`config.mk`:
```
export PLATFORM = sky130hd
export DESIGN_NAME = mpr_uart_rx
export DESIGN_NICKNAME = d
export VERILOG_FILES = /design/src/rtl/mpr_rx_pkg.sv /design/src/rtl/mpr_rx_sync.sv /design/src/rtl/mpr_rx_frame.sv /design/src/rtl/mpr_rx_status.sv /design/src/rtl/mpr_uart_rx.sv
export SDC_FILE = /design/constraint.sdc
export NUM_CORES = 1
export LEC_CHECK = 0
export BUFFER_PORTS_ARGS = -buffer_cell sky130_fd_sc_hd__buf_2
export CAP_MARGIN = 20
export CORE_MARGIN = 5
export CORE_UTILIZATION = 40
export CTS_BUF_LIST = sky130_fd_sc_hd__clkbuf_4
export DETAILED_ROUTE_END_ITERATION = 6
export GPL_TIMING_DRIVEN = 0
export PLACE_DENSITY = 0.61
export SKIP_LAST_GASP = 1
export SYNTH_ARGS = -nofsm -noshare
export SYNTH_HDL_FRONTEND = slang
export SYNTH_SLANG_ARGS = --single-unit
```
`constraint.sdc`:
```
create_clock -name clk -period 3.1 [get_ports clk]
set_input_delay 0.155 -clock clk [delete_from_list [all_inputs] [get_ports clk]]
set_output_delay 0.155 -clock clk [all_outputs]
set_load 0.1 [all_outputs]
```
`src/rtl/mpr_rx_pkg.sv`:
```
package mpr_rx_pkg;

    localparam int DATA_W = 8;

    typedef enum logic [2:0] {
        ST_IDLE,
        ST_START,
        ST_DATA,
        ST_MPB,
        ST_STOP
    } rx_state_e;

    typedef struct packed {
        logic [DATA_W-1:0] data;
        logic              mpb;
        logic              ferr;
        logic              wake;
    } rx_char_t;

endpackage

```
`src/rtl/mpr_rx_sync.sv`:
```
module mpr_rx_sync #(
    parameter int STAGES = 2
) (
    input  logic clk,
    input  logic rst_n,
    input  logic d,
    output logic q
);
    logic [STAGES-1:0] chain;

    for (genvar g = 0; g < STAGES; g++) begin : g_stage
        if (g == 0) begin : g_first
            always_ff @(posedge clk or negedge rst_n) begin
                if (!rst_n) chain[0] <= 1'b1;
                else        chain[0] <= d;
            end
        end else begin : g_next
            always_ff @(posedge clk or negedge rst_n) begin
                if (!rst_n) chain[g] <= 1'b1;
                else        chain[g] <= chain[g-1];
            end
        end
    end

    assign q = chain[STAGES-1];
endmodule

```
`src/rtl/mpr_rx_frame.sv`:
```
module mpr_rx_frame
    import mpr_rx_pkg::*;
#(
    parameter int OSR = 16
) (
    input  logic     clk,
    input  logic     rst_n,
    input  logic     os_tick,
    input  logic     rxs,
    input  logic     len7,
    input  logic     two_stop,
    input  logic     wake_en,
    output logic     chr_done,
    output rx_char_t chr
);
    localparam int CW = $clog2(OSR);
    localparam int BW = $clog2(DATA_W);
    localparam logic [CW-1:0] C_V0  = CW'(OSR/2 - 1);
    localparam logic [CW-1:0] C_V2  = CW'(OSR/2 + 1);
    localparam logic [CW-1:0] C_END = CW'(OSR - 1);
    localparam logic [BW-1:0] LAST8 = BW'(DATA_W - 1);
    localparam logic [BW-1:0] LAST7 = BW'(DATA_W - 2);

    rx_state_e st, st_nx;

    logic [CW-1:0]     cnt;
    logic [2:0]        samp;
    logic [BW-1:0]     bidx;
    logic              sidx;
    logic [DATA_W-1:0] sh;
    logic              ferr_acc;
    logic              mpb_q;
    logic              wake_q;

    logic bit_end;
    logic vote;
    logic last_data;
    logic last_stop;

    assign bit_end   = os_tick && (cnt == C_END);
    assign vote      = (samp[0] & samp[1]) | (samp[0] & samp[2]) | (samp[1] & samp[2]);
    assign last_data = (bidx == (len7 ? LAST7 : LAST8));
    assign last_stop = (sidx == two_stop);

    // state register
    always_ff @(posedge clk or negedge rst_n) begin
        if (!rst_n) st <= ST_IDLE;
        else        st <= st_nx;
    end

    // transitions
    always_comb begin
        st_nx = st;
        unique case (st)
            ST_IDLE:  if (os_tick && !rxs)          st_nx = ST_START;
            ST_START: if (bit_end)                  st_nx = vote ? ST_IDLE : ST_DATA;
            ST_DATA:  if (bit_end && last_data)     st_nx = ST_MPB;
            ST_MPB:   if (bit_end)                  st_nx = ST_STOP;
            ST_STOP:  if (bit_end && last_stop)     st_nx = ST_IDLE;
            default:                                st_nx = ST_IDLE;
        endcase
    end

    // datapath and outputs
    always_ff @(posedge clk or negedge rst_n) begin
        if (!rst_n) begin
            cnt      <= '0;
            samp     <= '1;
            bidx     <= '0;
            sidx     <= 1'b0;
            sh       <= '0;
            ferr_acc <= 1'b0;
            mpb_q    <= 1'b0;
            wake_q   <= 1'b0;
            chr_done <= 1'b0;
            chr      <= '0;
        end else begin
            chr_done <= 1'b0;
            if (os_tick) begin
                if (st == ST_IDLE) begin
                    if (!rxs) begin
                        cnt      <= CW'(1);
                        samp     <= '1;
                        bidx     <= '0;
                        sidx     <= 1'b0;
                        ferr_acc <= 1'b0;
                        wake_q   <= wake_en;
                    end
                end else begin
                    cnt <= bit_end ? '0 : cnt + 1'b1;
                    if (cnt >= C_V0 && cnt <= C_V2) begin
                        samp <= {samp[1:0], rxs};
                    end
                    if (bit_end) begin
                        case (st)
                            ST_DATA: begin
                                sh   <= {vote, sh[DATA_W-1:1]};
                                bidx <= bidx + 1'b1;
                            end
                            ST_MPB: begin
                                mpb_q <= vote;
                            end
                            ST_STOP: begin
                                ferr_acc <= ferr_acc | ~vote;
                                sidx     <= 1'b1;
                                if (last_stop) begin
                                    chr_done  <= 1'b1;
                                    chr.data  <= len7 ? {1'b0, sh[DATA_W-1:1]} : sh;
                                    chr.mpb   <= mpb_q;
                                    chr.ferr  <= ferr_acc | ~vote;
                                    chr.wake  <= wake_q;
                                end
                            end
                            default: ;
                        endcase
                    end
                end
            end
        end
    end
endmodule

```
`src/rtl/mpr_rx_status.sv`:
```
module mpr_rx_status
    import mpr_rx_pkg::*;
(
    input  logic              clk,
    input  logic              rst_n,
    input  logic              chr_done,
    input  rx_char_t          chr,
    input  logic              rd_ack,
    input  logic              err_clr,
    input  logic              wake_set,
    output logic [DATA_W-1:0] rx_data,
    output logic              rdy,
    output logic              ferr,
    output logic              oerr,
    output logic              mpb,
    output logic              wake_en
);
    logic accept;
    logic pending;

    assign accept  = !chr.wake || chr.mpb;
    assign pending = rdy && !rd_ack;

    always_ff @(posedge clk or negedge rst_n) begin
        if (!rst_n) begin
            rx_data <= '0;
            rdy     <= 1'b0;
            ferr    <= 1'b0;
            oerr    <= 1'b0;
            mpb     <= 1'b0;
            wake_en <= 1'b0;
        end else begin
            if (rd_ack)   rdy <= 1'b0;
            if (err_clr) begin
                ferr <= 1'b0;
                oerr <= 1'b0;
            end
            if (wake_set) wake_en <= 1'b1;
            if (chr_done) begin
                if (chr.wake && chr.mpb && !wake_set) wake_en <= 1'b0;
                if (accept) begin
                    if (pending) begin
                        oerr <= 1'b1;
                    end else begin
                        rx_data <= chr.data;
                        rdy     <= 1'b1;
                        mpb     <= chr.mpb;
                        if (chr.ferr) ferr <= 1'b1;
                    end
                end
            end
        end
    end
endmodule

```
`src/rtl/mpr_uart_rx.sv`:
```
module mpr_uart_rx
    import mpr_rx_pkg::*;
#(
    parameter int OSR         = 16,
    parameter int SYNC_STAGES = 2
) (
    input  logic       clk,
    input  logic       rst_n,
    input  logic       os_tick,
    input  logic       rx_line,
    input  logic       cfg_len7,
    input  logic       cfg_two_stop,
    input  logic       rie,
    input  logic       wake_set,
    input  logic       rd_ack,
    input  logic       err_clr,
    output logic [7:0] rx_data,
    output logic       rdy,
    output logic       ferr,
    output logic       oerr,
    output logic       mpb,
    output logic       wake_en,
    output logic       rx_irq
);
    logic     rxs;
    logic     chr_done;
    rx_char_t chr;

    mpr_rx_sync #(.STAGES(SYNC_STAGES)) u_sync (
        .clk   (clk),
        .rst_n (rst_n),
        .d     (rx_line),
        .q     (rxs)
    );

    mpr_rx_frame #(.OSR(OSR)) u_frame (
        .clk      (clk),
        .rst_n    (rst_n),
        .os_tick  (os_tick),
        .rxs      (rxs),
        .len7     (cfg_len7),
        .two_stop (cfg_two_stop),
        .wake_en  (wake_en),
        .chr_done (chr_done),
        .chr      (chr)
    );

    mpr_rx_status u_stat (
        .clk      (clk),
        .rst_n    (rst_n),
        .chr_done (chr_done),
        .chr      (chr),
        .rd_ack   (rd_ack),
        .err_clr  (err_clr),
        .wake_set (wake_set),
        .rx_data  (rx_data),
        .rdy      (rdy),
        .ferr     (ferr),
        .oerr     (oerr),
        .mpb      (mpb),
        .wake_en  (wake_en)
    );

    assign rx_irq = rie & rdy;
endmodule

```
==> flow_summary.toml <==
[outcome]
status = "complete, no violations"

[die]
io_pins = 24
dieArea_um2 = 7366
rows = 27
die_y_um = 85.83
coreArea_um2 = 5540
start_util_pct = 41.51
die_w_um = 85.83

[logic_synthesis]
synth-seq-cells = 52
synth_cell_types = 39
syn_avg_cell_area_um2 = 11.61
yosysWarningCount = 0
async_flop_share_pct = 100.0
synth-edff-count = 0
syn_nets = 212
seq_area_frac_synth_pct = 56.86
syn_inst = 198
synth_top_area_cell = "dfrtp_1"
synth_area_um2 = 2300
synth_top_area_share_pct = 51.14
synth_area_leaders = "dfrtp_1, mux2_2, dfstp_2, o21ai_0, mux2i_1"
synth_ff_type = "dfrtp_1"

[global_routing]
grt_first_pass_wirelength_um = 7134
grt_pass1_vias = 1511
track_usage_pct = 11.95
overflow = 0
grt_max_degree = 35
antenna_found_initial = 0

[place]
port_buffers = 22
placed_area_um2 = 2520
gp_congestion = 0.7083
place_hpwl_um = 2897

[drt]
vias_per_cell = 5.013
wl_per_cell_um = 13.10
drt-pass1-iter-count = 6
routed-via-count = 1529
drt_iter0_markers = 65
antenna_left = 0
drc_errors = 0
drt_wl_total_um = 3995

[clocking]
clock_latency_ps = 360
cts.reportedPaths.clkPinSlew_ps = 150
cts_buffer_depth = 2
cts_root_buffer = "clkbuf_4"
htree_levels = 2
cts_sinks = 52
cts_buffers = 5
post-cts-setup-buffer-count = 0
cts_tree = "done"

[sta]
hold_viol = 0
finClkSkew_ps = 7.424
finalCriticalPeriod_ps = 1971
maxSlewViolCount = 0
rsz0062_at_grt = "no"
fin_setup_tns_ps = 0
fmax_ghz = 0.5074
period_share_pct = 63.58
slew_headroom_pct = 48.55
setup_viol = 0
worst_pin_slew_ps = 765.8

[setup_path]
critPathCaptureType = "register"
r2r-start = "u_frame.cnt[0]$_DFFE_PN0P_"
reg2reg_slack_ps = 1130
worst-path-max-fanout = 10
cp_data_arrival_time_ps = 2230
reg2regPathDepth = 5
critical_path_class = "reg -> reg"
startpoint_type = "register"
cp.required_ps = 3360
rr_endpoint = "u_frame.chr[0]$_DFFE_PN0P_"

[min_path]
whs_endpoint = "u_stat.rdy$_DFF_PN0_"
hold_class = "in -> reg"
min_path_cells = 3
min-delay-start = "rd_ack"

[pwr]
p_leak_nw = 1.279
power_mw = 1.516
power_density_nw_per_um2 = 574.4
vdd_ir_drop_max_v = 0.0003509

[layout]
drive_gt1_share_pct = 27.04
finalNetCount = 246
antenna_cells = 0
fillCellCount = 515
synthToLayoutAreaGrowth_pct = 14.80
layout_commonest_cell = "dfrtp_1"
fin_area_um2 = 2640
layout_common_cells = "dfrtp_1, buf_2, nand2_1"

[job]
maxCapViolations = 0
## worst max path at each step
stage / start / endpoint / cells after the start
global route: u_frame.st[1]$_DFFE_PN0P_ / u_frame.wake_q$_DFFE_PN0P_ / 3
detailed placement: u_frame.cnt[0]$_DFFE_PN0P_ / u_frame.chr[0]$_DFFE_PN0P_ / 5
global placement: u_frame.cnt[0]$_DFFE_PN0P_ / u_frame.sh[0]$_DFFE_PN0P_ / 6
floorplan: u_stat.rdy$_DFF_PN0_ / rx_irq / 1
finish: u_frame.cnt[0]$_DFFE_PN0P_ / u_frame.chr[0]$_DFFE_PN0P_ / 5
CTS: u_frame.cnt[0]$_DFFE_PN0P_ / u_frame.chr[0]$_DFFE_PN0P_ / 5
## flip-flops by register name, summed over array words and instances (netlist names), 3 cells and up
register,flops
u_frame.chr,11
u_frame.sh,8
u_stat.rx_data,8
u_frame.cnt,4
u_frame.bidx,3
u_frame.samp,3
u_frame.st,3
## final cells by class
| class | instances | area [um2] | area share, % |
|---|---|---|---|
| flip-flops and latches | 52 | 1308 | 49.53 |
| multi-input cells | 128 | 912.1 | 34.55 |
| repair buffers | 27 | 170.2 | 6.445 |
| well taps | 72 | 90.09 | 3.412 |
| clock inverters | 3 | 42.54 | 1.611 |
| inverters | 11 | 41.29 | 1.564 |
| plain buffers | 7 | 38.79 | 1.469 |
| clock buffers | 5 | 37.54 | 1.422 |
## critical path, cell delays in order (launching register included)
cell      delay (ps)
dfrtp_1          440
ha_1             270
and4_1           280
nand4_1          150
clkbuf_1         350
mux2_2           390
## repair_timing
action	in CTS	in global routing
resized for setup	0	0
hold endpoints to repair	17	0
hold buffers	4	0
## cell usage after synthesis, types with 2 or more instances
master,number
mux2i_1,8
nor2_1,6
or3_1,6
ha_1,4
xnor2_1,2
nand2b_1,4
inv_1,11
mux2_2,16
clkbuf_1,2
dfrtp_1,47
o21ai_0,17
nand2_1,18
buf_2,3
dfstp_2,5
o31ai_1,2
nand4_1,3
o22ai_1,4
nand3_1,5
nor3_1,2
mux2_4,5
a21oi_1,10
## report_power, final
| group | leakage, nW | internal [mW] | switching [mW] |
|---|---|---|---|
| Sequential | 0.678 | 0.761 | 0.0693 |
| Combinational | 0.558 | 0.134 | 0.173 |
| Clock | 0.0428 | 0.169 | 0.210 |
| Total | 1.28 | 1.06 | 0.452 |
## layer usage
metal	GRT usage [%]	vias to the layer above	wire (um)
li1	-	761	-
met2	20.20	28	1915
met3	2.882	2	184
met4	3.453	0	28
met1	15.21	738	1866
met5	0	-	0
## per-stage QoR
step           util (%)  hold slack, ps  worst slack (ps)  std cells
2_1_floorplan         -          -140.6              1163        198
3_3_place_gp      45.12           259.7              1147        292
3_5_place_dp      45.48           135.7              1115        293
4_1_cts           47.65           101.2              1101        305
5_1_grt           47.65           109.1             906.1        305
6_report          47.65           102.7              1129        305
## kinds of logic after synthesis
group | after synthesis | synth area share, %
DFF | 52 | 56.86
buffers and inverters | 18 | 3.482
muxes | 29 | 14.58
xor gates and xnor gates | 2 | 0.7618
AOI/OAI and AO/OA | 39 | 9.685
adders and majority gates | 5 | 2.612
and+or+nand+nor | 53 | 12.02
Note: power is estimated with default switching activity, not from simulation.
